### config.mk
export PLATFORM = sky130hd
export DESIGN_NAME = pic_cmd_port
export DESIGN_NICKNAME = d
export VERILOG_FILES = /design/src/rtl/pic_port_pkg.sv /design/src/rtl/pic_prio_rank.sv /design/src/rtl/pic_init_seq.sv /design/src/rtl/pic_cmd_port.sv
export SDC_FILE = /design/constraint.sdc
export NUM_CORES = 1
export LEC_CHECK = 0
export BUFFER_PORTS_ARGS = -buffer_cell sky130_fd_sc_hd__buf_2
export CORE_MARGIN = 8
export CORE_UTILIZATION = 55
export CTS_BUF_LIST = sky130_fd_sc_hd__clkbuf_8
export DETAILED_ROUTE_END_ITERATION = 8
export GPL_TIMING_DRIVEN = 0
export MAX_ROUTING_LAYER = met4
export PLACE_DENSITY_LB_ADDON = 0.15
export SYNTH_ARGS = -nofsm -noshare
export SYNTH_HDL_FRONTEND = slang
export SYNTH_SLANG_ARGS = --single-unit
export TNS_END_PERCENT = 5
### constraint.sdc
create_clock -name clk -period 5 [get_ports clk]
set_input_delay 0.75 -clock clk [delete_from_list [all_inputs] [get_ports clk]]
set_output_delay 0.75 -clock clk [all_outputs]
set_load 0.02 [all_outputs]
### src/rtl/pic_port_pkg.sv
package pic_port_pkg;

  // Initialization progress
  typedef enum logic [1:0] {
    SEQ_IDLE = 2'd0,
    SEQ_BASE = 2'd1,
    SEQ_SKIP = 2'd2,
    SEQ_MODE = 2'd3
  } seq_e;

  // Command word field bits 7:5
  typedef enum logic [2:0] {
    CMD_RAEOI_OFF = 3'd0,
    CMD_NS_EOI    = 3'd1,
    CMD_NOP       = 3'd2,
    CMD_SP_EOI    = 3'd3,
    CMD_RAEOI_ON  = 3'd4,
    CMD_NS_ROT    = 3'd5,
    CMD_SET_PRI   = 3'd6,
    CMD_SP_ROT    = 3'd7
  } cmd_e;

endpackage

### src/rtl/pic_prio_rank.sv
module pic_prio_rank #(
  parameter int N_LINES = 8,
  localparam int IW = $clog2(N_LINES),
  localparam int RW = IW + 1
) (
  input  logic [N_LINES-1:0] vec_i,
  input  logic [IW-1:0]      base_i,
  output logic               hit_o,
  output logic [RW-1:0]      rank_o,
  output logic [IW-1:0]      line_o
);

  // Scan from lowest priority to highest so the last hit wins.
  always_comb begin
    hit_o  = 1'b0;
    rank_o = RW'(N_LINES);
    line_o = '0;
    for (int i = N_LINES - 1; i >= 0; i--) begin
      if (vec_i[base_i + IW'(i)]) begin
        hit_o  = 1'b1;
        rank_o = RW'(i);
        line_o = base_i + IW'(i);
      end
    end
  end

endmodule

### src/rtl/pic_init_seq.sv
module pic_init_seq
  import pic_port_pkg::*;
(
  input  logic clk,
  input  logic rst_n,
  input  logic start_i,
  input  logic need4_i,
  input  logic step_i,
  output seq_e stage_o
);

  seq_e stage_q, stage_n;
  logic need4_q, need4_n;

  always_comb begin
    stage_n = stage_q;
    need4_n = need4_q;
    if (start_i) begin
      stage_n = SEQ_BASE;
      need4_n = need4_i;
    end else if (step_i) begin
      case (stage_q)
        SEQ_BASE: stage_n = SEQ_SKIP;
        SEQ_SKIP: stage_n = need4_q ? SEQ_MODE : SEQ_IDLE;
        SEQ_MODE: stage_n = SEQ_IDLE;
        default:  stage_n = SEQ_IDLE;
      endcase
    end
  end

  always_ff @(posedge clk or negedge rst_n) begin
    if (!rst_n) begin
      stage_q <= SEQ_IDLE;
      need4_q <= 1'b0;
    end else begin
      stage_q <= stage_n;
      need4_q <= need4_n;
    end
  end

  assign stage_o = stage_q;


  skip_to_idle_chk: assert property (@(posedge clk) disable iff (!rst_n)
    (step_i && !start_i && stage_q == SEQ_SKIP && !need4_q) |=> stage_q == SEQ_IDLE);


  mode_needs4_chk: assert property (@(posedge clk) disable iff (!rst_n)
    (stage_q == SEQ_MODE) |-> need4_q);

endmodule

### src/rtl/pic_cmd_port.sv
module pic_cmd_port
  import pic_port_pkg::*;
#(
  parameter int N_LINES = 8,
  localparam int IW = $clog2(N_LINES),
  localparam int RW = IW + 1
) (
  input  logic               clk,
  input  logic               rst_n,
  input  logic               addr_i,
  input  logic [7:0]         wdata_i,
  input  logic               wr_en_i,
  input  logic               rd_en_i,
  input  logic [N_LINES-1:0] irr_i,
  input  logic [N_LINES-1:0] svc_set_i,
  output logic [7:0]         rdata_o,
  output logic [N_LINES-1:0] mask_o,
  output logic [N_LINES-1:0] isr_o,
  output logic [7:0]         vbase_o,
  output logic [IW-1:0]      rot_base_o,
  output logic               auto_eoi_o,
  output logic               nested_o,
  output logic               rot_aeoi_o,
  output logic               smask_o,
  output logic               init_err_o,
  output logic               irq_drop_o,
  output logic [N_LINES-1:0] poll_clr_o
);

  localparam logic [N_LINES-1:0] ONE = N_LINES'(1);
  localparam logic [7:0]         VB_KEEP = ~8'(N_LINES - 1);

  // State
  logic [N_LINES-1:0] mask_q, mask_n, isr_q, isr_n, pclr_q, pclr_n;
  logic [7:0]         vbase_q, vbase_n, rdata_q, rdata_n;
  logic [IW-1:0]      rot_q, rot_n;
  logic aeoi_q, aeoi_n, nest_q, nest_n, raeoi_q, raeoi_n;
  logic rsel_q, rsel_n, poll_q, poll_n, smask_q, smask_n;
  logic err_q, err_n, drop_q, drop_n;

  // Decode
  logic wr0, wr1, is_init, is_stat, is_cmd, poll_rd;
  cmd_e cmd;
  logic [IW-1:0] lnum;
  seq_e stage;

  assign wr0     = wr_en_i && !addr_i;
  assign wr1     = wr_en_i &&  addr_i;
  assign is_init = wr0 &&  wdata_i[4];
  assign is_stat = wr0 && !wdata_i[4] &&  wdata_i[3];
  assign is_cmd  = wr0 && !wdata_i[4] && !wdata_i[3];
  assign cmd     = cmd_e'(wdata_i[7:5]);
  assign lnum    = wdata_i[IW-1:0];
  assign poll_rd = rd_en_i && poll_q;

  // Priority finders
  logic          isr_hit, req_hit, poll_win;
  logic [RW-1:0] isr_rank, req_rank;
  logic [IW-1:0] isr_line, req_line;

  pic_prio_rank #(.N_LINES(N_LINES)) u_isr_rank (
    .vec_i (isr_q),
    .base_i(rot_q),
    .hit_o (isr_hit),
    .rank_o(isr_rank),
    .line_o(isr_line)
  );

  pic_prio_rank #(.N_LINES(N_LINES)) u_req_rank (
    .vec_i (irr_i & ~mask_q),
    .base_i(rot_q),
    .hit_o (req_hit),
    .rank_o(req_rank),
    .line_o(req_line)
  );

  assign poll_win = req_hit && (req_rank < isr_rank);

  pic_init_seq u_seq (
    .clk    (clk),
    .rst_n  (rst_n),
    .start_i(is_init),
    .need4_i(wdata_i[0]),
    .step_i (wr1),
    .stage_o(stage)
  );

  // Next state
  logic [N_LINES-1:0] isr_clr;

  always_comb begin
    mask_n  = mask_q;
    vbase_n = vbase_q;
    rot_n   = rot_q;
    aeoi_n  = aeoi_q;
    nest_n  = nest_q;
    raeoi_n = raeoi_q;
    rsel_n  = rsel_q;
    poll_n  = poll_q;
    smask_n = smask_q;
    err_n   = err_q;
    drop_n  = 1'b0;
    pclr_n  = '0;
    isr_clr = '0;

    if (poll_rd) begin
      poll_n = 1'b0;
      if (poll_win) begin
        isr_clr = ONE << req_line;
        pclr_n  = ONE << req_line;
      end
    end

    if (is_stat) begin
      if (wdata_i[2]) poll_n  = 1'b1;
      if (wdata_i[1]) rsel_n  = wdata_i[0];
      if (wdata_i[6]) smask_n = wdata_i[5];
    end

    if (is_cmd) begin
      case (cmd)
        CMD_RAEOI_OFF, CMD_RAEOI_ON: raeoi_n = wdata_i[7];
        CMD_NS_EOI, CMD_NS_ROT: begin
          if (isr_hit) begin
            isr_clr = isr_clr | (ONE << isr_line);
            if (cmd == CMD_NS_ROT) rot_n = isr_line + IW'(1);
          end
        end
        CMD_SP_EOI: isr_clr = isr_clr | (ONE << lnum);
        CMD_SET_PRI: rot_n = lnum + IW'(1);
        CMD_SP_ROT: begin
          isr_clr = isr_clr | (ONE << lnum);
          rot_n   = lnum + IW'(1);
        end
        default: ;
      endcase
    end

    isr_n = (isr_q & ~isr_clr) | svc_set_i;

    if (wr1) begin
      case (stage)
        SEQ_IDLE: mask_n  = wdata_i[N_LINES-1:0];
        SEQ_BASE: vbase_n = wdata_i & VB_KEEP;
        SEQ_MODE: begin
          nest_n = wdata_i[4];
          aeoi_n = wdata_i[1];
        end
        default: ;
      endcase
    end

    if (is_init) begin
      mask_n  = '0;
      isr_n   = '0;
      vbase_n = '0;
      rot_n   = '0;
      aeoi_n  = 1'b0;
      nest_n  = 1'b0;
      raeoi_n = 1'b0;
      rsel_n  = 1'b0;
      poll_n  = 1'b0;
      smask_n = 1'b0;
      err_n   = wdata_i[1] | wdata_i[3];
      drop_n  = 1'b1;
    end
  end

  // Read data
  always_comb begin
    if (poll_q)
      rdata_n = poll_win ? 8'(req_line) : 8'(N_LINES - 1);
    else if (addr_i)
      rdata_n = 8'(mask_q);
    else if (rsel_q)
      rdata_n = 8'(isr_q);
    else
      rdata_n = 8'(irr_i);
  end

  // Registers
  always_ff @(posedge clk or negedge rst_n) begin
    if (!rst_n) begin
      mask_q  <= '0;
      isr_q   <= '0;
      vbase_q <= '0;
      rot_q   <= '0;
      aeoi_q  <= 1'b0;
      nest_q  <= 1'b0;
      raeoi_q <= 1'b0;
      rsel_q  <= 1'b0;
      poll_q  <= 1'b0;
      smask_q <= 1'b0;
      err_q   <= 1'b0;
      drop_q  <= 1'b0;
      pclr_q  <= '0;
      rdata_q <= '0;
    end else begin
      mask_q  <= mask_n;
      isr_q   <= isr_n;
      vbase_q <= vbase_n;
      rot_q   <= rot_n;
      aeoi_q  <= aeoi_n;
      nest_q  <= nest_n;
      raeoi_q <= raeoi_n;
      rsel_q  <= rsel_n;
      poll_q  <= poll_n;
      smask_q <= smask_n;
      err_q   <= err_n;
      drop_q  <= drop_n;
      pclr_q  <= pclr_n;
      if (rd_en_i) rdata_q <= rdata_n;
    end
  end

  assign rdata_o    = rdata_q;
  assign mask_o     = mask_q;
  assign isr_o      = isr_q;
  assign vbase_o    = vbase_q;
  assign rot_base_o = rot_q;
  assign auto_eoi_o = aeoi_q;
  assign nested_o   = nest_q;
  assign rot_aeoi_o = raeoi_q;
  assign smask_o    = smask_q;
  assign init_err_o = err_q;
  assign irq_drop_o = drop_q;
  assign poll_clr_o = pclr_q;


  init_clear_chk: assert property (@(posedge clk) disable iff (!rst_n)
    is_init |=> (isr_q == '0 && mask_q == '0 && rot_q == '0 && !poll_q));


  empty_eoi_chk: assert property (@(posedge clk) disable iff (!rst_n)
    (is_cmd && (cmd == CMD_NS_EOI || cmd == CMD_NS_ROT) && isr_q == '0 &&
     svc_set_i == '0) |=> (isr_q == '0 && $stable(rot_q)));


  mask_read_chk: assert property (@(posedge clk) disable iff (!rst_n)
    (rd_en_i && addr_i && !poll_q) |=> rdata_q == $past(mask_q));


  poll_once_chk: assert property (@(posedge clk) disable iff (!rst_n)
    (poll_rd && !is_stat) |=> !poll_q);


  poll_clr_hot_chk: assert property (@(posedge clk) disable iff (!rst_n)
    $onehot0(pclr_q));


  svc_wins_chk: assert property (@(posedge clk) disable iff (!rst_n)
    (svc_set_i != '0 && !is_init) |=> ((isr_q & $past(svc_set_i)) == $past(svc_set_i)));

endmodule

==> flow_summary_export.csv <==
group,metric,value,unit
outcome,outcome,"finished, final reports clean",
sta,final.setup_skew,0.00744,ns
grt,grt_start_max_net_pins,52,
logic_synthesis,ys_dominant_reg_cell,"sky130_fd_sc_hd__dfrtp_1",
setup_path,worst_path_largest_cell_delay,0.49,ns
sta,final_clock_period_utilization_by_the_worst_path,94.7,%
sta,final.setup.tns,0,ns
setup_path,worst_ep_required_time,5.18,ns
clocking,tritoncts_clock_tree,"yes",
clocking,cts.reportedPaths.clkPinSlew,0.09,ns
sta,fmax,211,MHz
drt,dr.first_iter.drc_count,287,
setup_path,worstPathBufferInverterCount,6,
grt,first_pass_grt_wire_length,24.5,mm
final_layout,area_growth,12.8,%
job,maxCapViolCount,0,
sta,period_minus_slack,4.74,ns
drt,wl_per_cell,21.3,um
drt,drt_drc_violations_left,0,
setup_path,crit_path_cell_trace,"clkbuf_4 > buf_4 > clkinvlp_4 > ha_1 > buf_4 > buf_4 > mux4_2 > mux2i_2 > nand4_1 > or3b_4 > ha_1 > nand2_1 > nand3b_1 > a31oi_2 > o211ai_4 > buf_6 > nor4_2 > o31ai_1",
min_path,worst_hold_path_type,"reg -> reg",
logic_synthesis,yosys.cell_count.top_type,"sky130_fd_sc_hd__nand2_1",
logic_synthesis,ys_async_sr_fraction,100,%
die,die_w,111,um
drt,detail-route-antenna-nets,0,
clocking,number_of_buffers_created_by_cts,5,
sta,timing.final.hold_violations,0,
grt,via_count_of_the_first_global_routing_pass,4712,
clocking,ctsHoldBuffers,0,
placed_design,globalplace.congestion,0.940,
logic_synthesis,yosysTopAreaCell,"sky130_fd_sc_hd__dfrtp_1",
sta,unrepaired_setup_endpoints_after_global_routing,"no",
sta,tightest_slew,1.11,ns
setup_path,crit_path_frequent_cell,"sky130_fd_sc_hd__buf_4",
setup_path,timing.setup.critical_path_class,"reg -> reg",
drt,detailedRoute.firstPassIterationCount,4,
sta,report.final.setup_viol,0,
logic_synthesis,syn_std_cell_area,0.00492,mm2
grt,groute.usage.overall,24.8,%
clocking,clock_tree.root_cell,"sky130_fd_sc_hd__clkbuf_8",
die,core-area,0.00868,mm2
logic_synthesis,yosysUniqueCellTypes,83,
setup_path,worstPathArrival,4.91,ns
logic_synthesis,synth_edf_count,0,
die,core.rowCount,34,
setup_path,maximum_fanout_along_the_worst_path,10,
drt,drt_wl_total,15.2,mm
die,dieArea,0.0122,mm2
logic_synthesis,netlist_top_cells_count,"sky130_fd_sc_hd__nand2_1 (63), sky130_fd_sc_hd__dfrtp_1 (51), sky130_fd_sc_hd__a21oi_1 (33), sky130_fd_sc_hd__nor2_1 (33), sky130_fd_sc_hd__mux4_2 (27)",
final_layout,stdcell_count,711,
die,die_height,111,um
clocking,clock_tree_buf_depth,2,
logic_synthesis,synth-warning-count,0,
logic_synthesis,postSynthRegisterBits,51,
placed_design,place_hpwl,11.8,mm
clocking,insertion_delay,0.31,ns
placed_design,place_inst,704,
power,vdd_ir_drop_max,0.000237,V
power,power-per-cell-area,337,mW/mm2
logic_synthesis,synth_area_leaders,"sky130_fd_sc_hd__dfrtp_1 (26%), sky130_fd_sc_hd__mux4_2 (12%), sky130_fd_sc_hd__nand2_1 (4.8%), sky130_fd_sc_hd__mux2i_1 (4.7%), sky130_fd_sc_hd__mux2_2 (3.4%)",
placed_design,port-buffer-count,70,
final_layout,final_net_count,641,
clocking,clock-sinks,51,
drt,num_vias,4686,
power,cellLeakagePower,2.34,nW
logic_synthesis,proportion_of_netlist_area_held_by_the_largest_area_contributor,26.0,%
die,initial_utilization,56.6,%
sta,timing.slew.headroom,25.9,%
setup_path,critPathCaptureType,"flop",
grt,grt.overflow.total,0,
setup_path,critPathTopFamily,"buffers and inverters",
logic_synthesis,post_synth.cell_area_avg,9.38,um2
logic_synthesis,synth-seq-area-share,26.0,%
logic_synthesis,count_of_mapped_cells_out_of_synthesis,524,
setup_path,startpoint_type,"flop",
clocking,htreeDepth,2,
die,floorplan.io_pins,78,
drt,vias_per_instance,6.59,
sta,drv_slew,0,
grt,grt_antenna_before_repair,0,
final_layout,share_of_cells_above_drive_strength_1,27.2,%
final_layout,diodes,0,
setup_path,cp_slowest_cell,"sky130_fd_sc_hd__or3b_4",
-- placed cells by master (no fill, tap or decap), types with 4 or more instances in the layout --
master / Yosys / final
sky130_fd_sc_hd__nand2_1: 63 / 63
sky130_fd_sc_hd__ha_1: 10 / 10
sky130_fd_sc_hd__clkbuf_8: 0 / 7
sky130_fd_sc_hd__nor2b_1: 11 / 11
sky130_fd_sc_hd__mux2i_1: 23 / 22
sky130_fd_sc_hd__nand4_1: 5 / 5
sky130_fd_sc_hd__inv_1: 17 / 17
sky130_fd_sc_hd__a22oi_1: 4 / 4
sky130_fd_sc_hd__mux4_2: 27 / 27
sky130_fd_sc_hd__a31oi_1: 8 / 7
sky130_fd_sc_hd__a21oi_1: 33 / 33
sky130_fd_sc_hd__nor4_2: 6 / 5
sky130_fd_sc_hd__nand3b_1: 4 / 4
sky130_fd_sc_hd__buf_4: 9 / 10
sky130_fd_sc_hd__o21ai_0: 20 / 20
sky130_fd_sc_hd__a22o_1: 8 / 8
sky130_fd_sc_hd__nand3_1: 23 / 23
sky130_fd_sc_hd__clkbuf_1: 17 / 15
sky130_fd_sc_hd__buf_2: 5 / 74
sky130_fd_sc_hd__nor2_1: 33 / 33
sky130_fd_sc_hd__dfrtp_1: 51 / 50
sky130_fd_sc_hd__or3_1: 4 / 4
sky130_fd_sc_hd__o2bb2ai_1: 6 / 6
sky130_fd_sc_hd__nor3_1: 6 / 6
sky130_fd_sc_hd__mux2_2: 15 / 15
sky130_fd_sc_hd__nand2b_1: 11 / 11
sky130_fd_sc_hd__o22ai_1: 4 / 4
sky130_fd_sc_hd__o31ai_1: 6 / 6
sky130_fd_sc_hd__nor4b_1: 4 / 4
-- state kept, by name (all words and copies together) (netlist names) --
signal and flops:
poll_clr_o 8, mask_o 8, init_err_o 1, poll_q 1, rsel_q 1, rot_aeoi_o 1, rdata_o 8, vbase_o 5
rot_base_o 3, irq_drop_o 1, smask_o 1, u_seq.stage_o 2, nested_o 1, u_seq.need4_q 1, auto_eoi_o 1, isr_o 8
-- where the power goes --
part | total, W | switching, W | internal, W
registers | 0.000533 | 0.0000654 | 0.000467
logic | 0.00108 | 0.000656 | 0.000422
clock network | 0.000256 | 0.000132 | 0.000124
total | 0.00187 | 0.000853 | 0.00101
-- tightest hold or removal path, cell delays in order (launching register included) --
cell and delay, ns:
sky130_fd_sc_hd__dfrtp_1 0.35, sky130_fd_sc_hd__nand2_1 0.05, sky130_fd_sc_hd__nand2_1 0.05
-- cell type report --
cell class	instances	area, um2
Buffer	36	220
Clock buffer	7	96.3
Clock inverter	1	3.75
Fill cell	742	3130
Inverter	20	78.8
Multi-Input combinational cell	417	3380
Sequential cell	51	1280
Tap cell	108	135
Timing Repair Buffer	71	358
-- routing by layer --
layer / share of wire, % / track usage [%]
met5: 0 / -
met4: 2.9 / 10.5
met3: 4.6 / 2.00
met2: 51 / 42.5
met1: 42 / 29.4
-- final timing paths --
check	depth (start not counted)	from	endpoint	slack, ns
max	18	rot_base_o[1]$_DFFE_PN0P_	isr_o[1]$_DFF_PN0_	0.26
min	2	init_err_o$_DFFE_PN0P_	init_err_o$_DFFE_PN0P_	0.48
max reg2reg	18	rot_base_o[1]$_DFFE_PN0P_	isr_o[1]$_DFF_PN0_	0.26
min reg2reg	2	init_err_o$_DFFE_PN0P_	init_err_o$_DFFE_PN0P_	0.48
max in group asynchronous	1	rst_n	rot_base_o[0]$_DFFE_PN0P_	3.60
min in group asynchronous	1	rst_n	vbase_o[5]$_DFFE_PN0P_	0.65
-- logic make-up after synthesis --
group,share of synthesized area [%]
other,0.0763
adders and majority gates,2.55
muxes,22.4
AOI/OAI and AO/OA,21.9
DFF,26.0
xor gates and xnor gates,1.60
buffers and inverters,6.11
and+or+nand+nor,19.5
-- what timing repair did --
action,4_1_cts,5_1_grt
cloned,0,0
resized for setup,2,6
setup endpoints to repair,19,11
buffers inserted,1,0
pin swaps,0,0
-- stage by stage --
step                      area (um2)  power, W  hold slack [ns]  worst slack, ns  utilization, %
after floorplan                 4920   0.00131            0.454            0.447               -
after global placement          5410   0.00157            0.451           -0.350            62.3
after detailed placement        5410   0.00159            0.460           -0.422            62.3
after CTS                       5520   0.00186            0.484           0.0205            63.6
after global routing            5550   0.00198            0.514           0.0109            63.9
final                           5550   0.00187            0.482            0.264            63.9
No activity file was read; power rests on OpenSTA's default activity.
